<file path="src/rtl/cpo_pkg.sv">
package cpo_pkg;
  typedef enum logic [1:0] {
    SEL_DATA = 2'd0,
    SEL_DIR  = 2'd1,
    SEL_MASK = 2'd2,
    SEL_ACT  = 2'd3
  } reg_sel_e;
endpackage

</file>
<file path="src/rtl/cpo_mask_reg.sv">
module cpo_mask_reg #(
  parameter int W        = 8,
  parameter int MASK_LSB = 3
) (
  input  logic         clk,
  input  logic         rst_n,
  input  logic         wr,
  input  logic [W-1:0] wdata,
  output logic [W-1:0] q
);
  function automatic logic [W-1:0] impl_bits();
    logic [W-1:0] m;
    for (int i = 0; i < W; i++) m[i] = (i >= MASK_LSB);
    return m;
  endfunction

  localparam logic [W-1:0] IMPL = impl_bits();

  logic [W-1:0] store_q;
  always_ff @(posedge clk or negedge rst_n) begin
    if (!rst_n)  store_q <= '0;
    else if (wr) store_q <= wdata & IMPL;
  end
  assign q = store_q;


  mask_write_chk: assert property (@(posedge clk) disable iff (!rst_n)
    wr |=> q == ($past(wdata) & IMPL));

  mask_low_zero_chk: assert property (@(posedge clk) disable iff (!rst_n)
    wr |=> (q & ~IMPL) == '0);
endmodule

</file>
<file path="src/rtl/cpo_line_latch.sv">
module cpo_line_latch (
  input  logic clk,
  input  logic rst_n,
  input  logic sw_wr,
  input  logic sw_bit,
  input  logic cmp_hit,
  input  logic sel,
  input  logic act_bit,
  output logic q
);
  logic cmp_take;
  assign cmp_take = cmp_hit & sel;

  always_ff @(posedge clk or negedge rst_n) begin
    if (!rst_n)        q <= 1'b0;
    else if (cmp_take) q <= act_bit;
    else if (sw_wr)    q <= sw_bit;
  end


  cmp_load_chk: assert property (@(posedge clk) disable iff (!rst_n)
    (cmp_hit && sel) |=> q == $past(act_bit));

  unsel_hold_chk: assert property (@(posedge clk) disable iff (!rst_n)
    (cmp_hit && !sel && !sw_wr) |=> $stable(q));

  collide_sw_chk: assert property (@(posedge clk) disable iff (!rst_n)
    (cmp_hit && !sel && sw_wr) |=> q == $past(sw_bit));
endmodule

</file>
<file path="src/rtl/cpo_port_override.sv">
module cpo_port_override #(
  parameter int W        = 8,
  parameter int MASK_LSB = 3
) (
  input  logic         clk,
  input  logic         rst_n,
  input  logic [1:0]   bus_addr,
  input  logic         bus_wr,
  input  logic [W-1:0] bus_wdata,
  output logic [W-1:0] bus_rdata,
  input  logic         cmp_hit,
  output logic [W-1:0] pad_oe,
  output logic [W-1:0] pad_out
);
  import cpo_pkg::*;

  function automatic logic [W-1:0] eff_dir(input logic [W-1:0] dir, input logic [W-1:0] msk);
    return dir | msk;
  endfunction

  logic wr_data, wr_dir, wr_mask, wr_act;
  assign wr_data = bus_wr && (bus_addr == SEL_DATA);
  assign wr_dir  = bus_wr && (bus_addr == SEL_DIR);
  assign wr_mask = bus_wr && (bus_addr == SEL_MASK);
  assign wr_act  = bus_wr && (bus_addr == SEL_ACT);

  logic [W-1:0] dir_q, act_q, mask_q, line_q;

  always_ff @(posedge clk or negedge rst_n) begin
    if (!rst_n) begin
      dir_q <= '0;
      act_q <= '0;
    end else begin
      if (wr_dir) dir_q <= bus_wdata;
      if (wr_act) act_q <= bus_wdata;
    end
  end

  cpo_mask_reg #(.W(W), .MASK_LSB(MASK_LSB)) u_mask (
    .clk(clk), .rst_n(rst_n), .wr(wr_mask), .wdata(bus_wdata), .q(mask_q)
  );

  for (genvar i = 0; i < W; i++) begin : g_line
    cpo_line_latch u_latch (
      .clk(clk), .rst_n(rst_n),
      .sw_wr(wr_data), .sw_bit(bus_wdata[i]),
      .cmp_hit(cmp_hit), .sel(mask_q[i]), .act_bit(act_q[i]),
      .q(line_q[i])
    );
  end

  assign pad_out = line_q;
  assign pad_oe  = eff_dir(dir_q, mask_q);

  always_comb begin
    case (reg_sel_e'(bus_addr))
      SEL_DATA: bus_rdata = line_q;
      SEL_DIR:  bus_rdata = dir_q;
      SEL_MASK: bus_rdata = mask_q;
      default:  bus_rdata = act_q;
    endcase
  end


  dir_untouched_chk: assert property (@(posedge clk) disable iff (!rst_n)
    (!wr_dir) |=> $stable(dir_q));

  oe_cover_mask_chk: assert property (@(posedge clk) disable iff (!rst_n)
    (pad_oe & mask_q) == mask_q);
endmodule

</file>
<file path="config.mk">
export PLATFORM = sky130hd
export DESIGN_NAME = cpo_port_override
export DESIGN_NICKNAME = d
export VERILOG_FILES = /design/src/rtl/cpo_pkg.sv /design/src/rtl/cpo_mask_reg.sv /design/src/rtl/cpo_line_latch.sv /design/src/rtl/cpo_port_override.sv
export SDC_FILE = /design/constraint.sdc
export NUM_CORES = 1
export LEC_CHECK = 0
export ABC_AREA = 0
export ABC_CLOCK_PERIOD_IN_PS = 2700
export BUFFER_PORTS_ARGS = -buffer_cell sky130_fd_sc_hd__buf_2
export CAP_MARGIN = 20
export CORE_MARGIN = 3
export CORE_UTILIZATION = 35
export CTS_BUF_LIST = sky130_fd_sc_hd__clkbuf_4 sky130_fd_sc_hd__clkbuf_8
export DETAILED_ROUTE_END_ITERATION = 6
export GPL_TIMING_DRIVEN = 1
export PLACE_DENSITY_LB_ADDON = 0.1
export SYNTH_ARGS = -nofsm -noshare
export SYNTH_HDL_FRONTEND = slang
export SYNTH_SLANG_ARGS = --single-unit
</file>
<file path="constraint.sdc">
create_clock -name clk -period 2.7 [get_ports clk]
set_input_delay 0.135 -clock clk [delete_from_list [all_inputs] [get_ports clk]]
set_output_delay 0.135 -clock clk [all_outputs]
set_load 0.01 [all_outputs]
</file>
==> key figures <==
Placed design
  – Number of buffers added on ports: 37
  – Placer congestion estimate: 0.700
  – Area of placed instances: 0.00162 mm2
  – Hpwl dp: roughly 2200 um

Finish
  – Diode count: 0
  – Fin nets: roughly 160
  – Sequential cell area: 726 um2
  – # fillers: 401
  – Design area: 0.00172 mm2
  – Layout cells sized above 1: 53.9%
  – Synth-to-Final Area Change: 15.4%
  – Multi-input logic area: between 600 and 700 um2

Worst setup path
  – Crit path DAT: around 1.4 ns
  – Delay-heaviest family, CP: multiplexers
  – Crit Path Category: flop to output port
  – Required time of the critical path: 2.57 ns
  – Largest stage delay, worst path: around 0.52 ns
  – Slowest-stage cell, CP: mux4_1
  – Crit-path cells: mux4_1, buf_2
  – CP Max Fanout: 3
  – CP Capture Type: output port
  – Buf+Inv Stages, Crit Path: 1
  – CP Launch Type: flop

Timing
  – Fmax: 0.670 GHz
  – Clock Skews: between 0.002 and 0.0025 ns
  – Pins Over Slew Limit: 0
  – Slew Limit Headroom: 46.1%
  – Worst-Margin Slew: about 0.8 ns
  – Count of final hold-check violations: 0
  – Tcrit/Tclk final: a little under three fifths
  – Min Tclk post-route: between 1 and 1.5 ns
  – RSZ-0062 raised after global routing: false
  – Setup_tns: 0 ns
  – Count of final setup violators: 0

Clock network
  – Clock Sink Count: 29
  – Clk_lat worst skew: between 0.2 and 0.3 ns
  – Post-CTS Resized: 0
  – Clock Path Buffers: 2
  – Reg clk slew, reported paths: about 0.060 ns
  – H-tree levels: 2
  – Num CTS Buffers: 5
  – CTS root buffer: clkbuf_8
  – CTS tree: built

Floorplanning
  – FP Rows: 23
  – Die span in x: between 70 and 80 um
  – # IOs: 38
  – Die height: 71.3 um
  – Core Area: between 0.004 and 0.005 mm2
  – Die area: about 0.0051 mm2
  – Starting Density: 36.7%

Routing
  – Via count: roughly 970
  – Pre-antenna DRT Iters: 4
  – Final antenna-violating net count: 0
  – DRT iter0 DRCs: 17
  – DRC violations left: 0
  – DR WL/cell: between 15 and 20 um
  – Routed vias/inst: a little over 5
  – WL final: 3100 um

Flow run
  – Max-cap check violation count: 0

Global route
  – Initial antenna violation count: 0
  – Vias in the first global route: 1034
  – Largest net degree at the start of global routing: 30
  – All-Layer GR Usage: ~14%
  – First-pass GRT wire length: between 5000 and 6000 um
  – Global route overflow: 0

Synthesis
  – Most frequent cell after synthesis: dfrtp_1
  – Syn nets: ~130
  – Syn avg cell area: 13.4 um2
  – Gate Count Post-Synth: ~110
  – Area of the mapped netlist: around 0.0015 mm2
  – Yosys warns: 0
  – Share of the synthesized area in the top cell type: 48.7%
  – Yosys top cell by area: dfrtp_1
  – Synthesis-stage register bit count: 29
  – Post-synth ARST share: between 90% and 100%
  – Synth area leaders: dfrtp_1 (49%), mux2_2 (18%), mux4_1 (8.8%)
  – Yosys cell types: 17
  – Top cells by count, synth: dfrtp_1 (29), mux2_2 (24), buf_4 (12), mux2i_1 (8)
  – Most used DFF post-synth: dfrtp_1
  – Post-synth EDFFs: 0
  – Sequential cell area fraction in the yosys report: approximately half

Hold path
  – Worst min path class: input pin to flop

Power
  – PwrDens: about 750 mW/mm2
  – LEAKAGE: about 0.8 nW
  – Worst IR Drop VDD: ~0.28 mV

Status
  – Run status: complete, no violations
-- metal layers --
metal / global-route usage, % / vias up / part of all wire [%]
met5: 0 / - / 0
met2: 23.1 / 30 / 53
met1: 16.0 / 483 / 39
li1: - / 450 / -
met3: 4.91 / 5 / 5.8
met4: 5.01 / 0 / 1.6
-- metrics by stage --
stage,util (%),hold WS (ns),setup slack (ns),std cells,power (W)
after floorplan,-,-0.161,1.59,111,0.000851
after global placement,39.9,0.209,1.06,183,0.000928
after detailed placement,39.9,0.215,1.06,183,0.000939
after CTS,42.4,0.113,1.21,191,0.00131
after global routing,42.4,0.121,1.17,191,0.00137
final,42.4,0.120,1.21,191,0.00129
-- cell usage in the layout, fill, tap and decap left out, types with 5 or more instances in the layout --
master / synthesis / layout
clkbuf_8: 0 / 6
mux2i_1: 8 / 8
nor2_1: 5 / 5
or2_2: 5 / 5
nand2_1: 5 / 5
buf_2: 1 / 37
dfrtp_1: 29 / 29
mux4_1: 5 / 5
mux2_2: 24 / 24
a21oi_1: 5 / 5
-- logic make-up after synthesis --
| logic type | count (synthesis) | share of synthesized area (%) |
|---|---|---|
| simple gates | 22 | 8.40 |
| buf+inv | 15 | 7.89 |
| mux | 37 | 32.3 |
| flops | 29 | 48.7 |
| compound gates | 8 | 2.69 |
-- registers in the layout, summed over array words and instances, names as in the netlist --
register / cells
dir_q: 8
act_q: 8
u_mask.q: 5
g_line.u_latch.q: 8
-- layout make-up --
type | count | share of cell area (%)
Tap cell | 50 | 3.64
Timing Repair Buffer | 38 | 11.3
Clock buffer | 7 | 5.24
Multi-Input combinational cell | 67 | 37.6
Sequential cell | 29 | 42.2
-- where the power goes --
group | total (W) | internal, W | switching [W]
registers | 0.000593 | 0.000527 | 0.0000655
logic | 0.000331 | 0.000181 | 0.000149
clock network | 0.000364 | 0.000212 | 0.000152
total | 0.00129 | 0.000920 | 0.000367
-- final timing paths --
| path | from | to | slack (ns) | cells after the start |
|---|---|---|---|---|
| max | g_line[6].u_latch.q | bus_rdata[6] | 1.21 | 2 |
| min | bus_wdata[0] | dir_q[0] | 0.12 | 2 |
| max reg2reg | u_mask.q[7] | u_mask.q[7] | 1.92 | 1 |
| min reg2reg | act_q[2] | act_q[2] | 0.51 | 1 |
| max in group asynchronous | rst_n | g_line[4].u_latch.q | 1.85 | 2 |
| min in group asynchronous | rst_n | dir_q[2] | 0.42 | 2 |
-- timing repair --
| item | in CTS | in global routing |
|---|---|---|
| hold buffers | 1 | 0 |
| setup endpoints to repair | 0 | 0 |
| buffers inserted | 0 | 0 |
| endpoints found under the hold margin | 29 | 0 |
(Power assumes the default switching activity.)
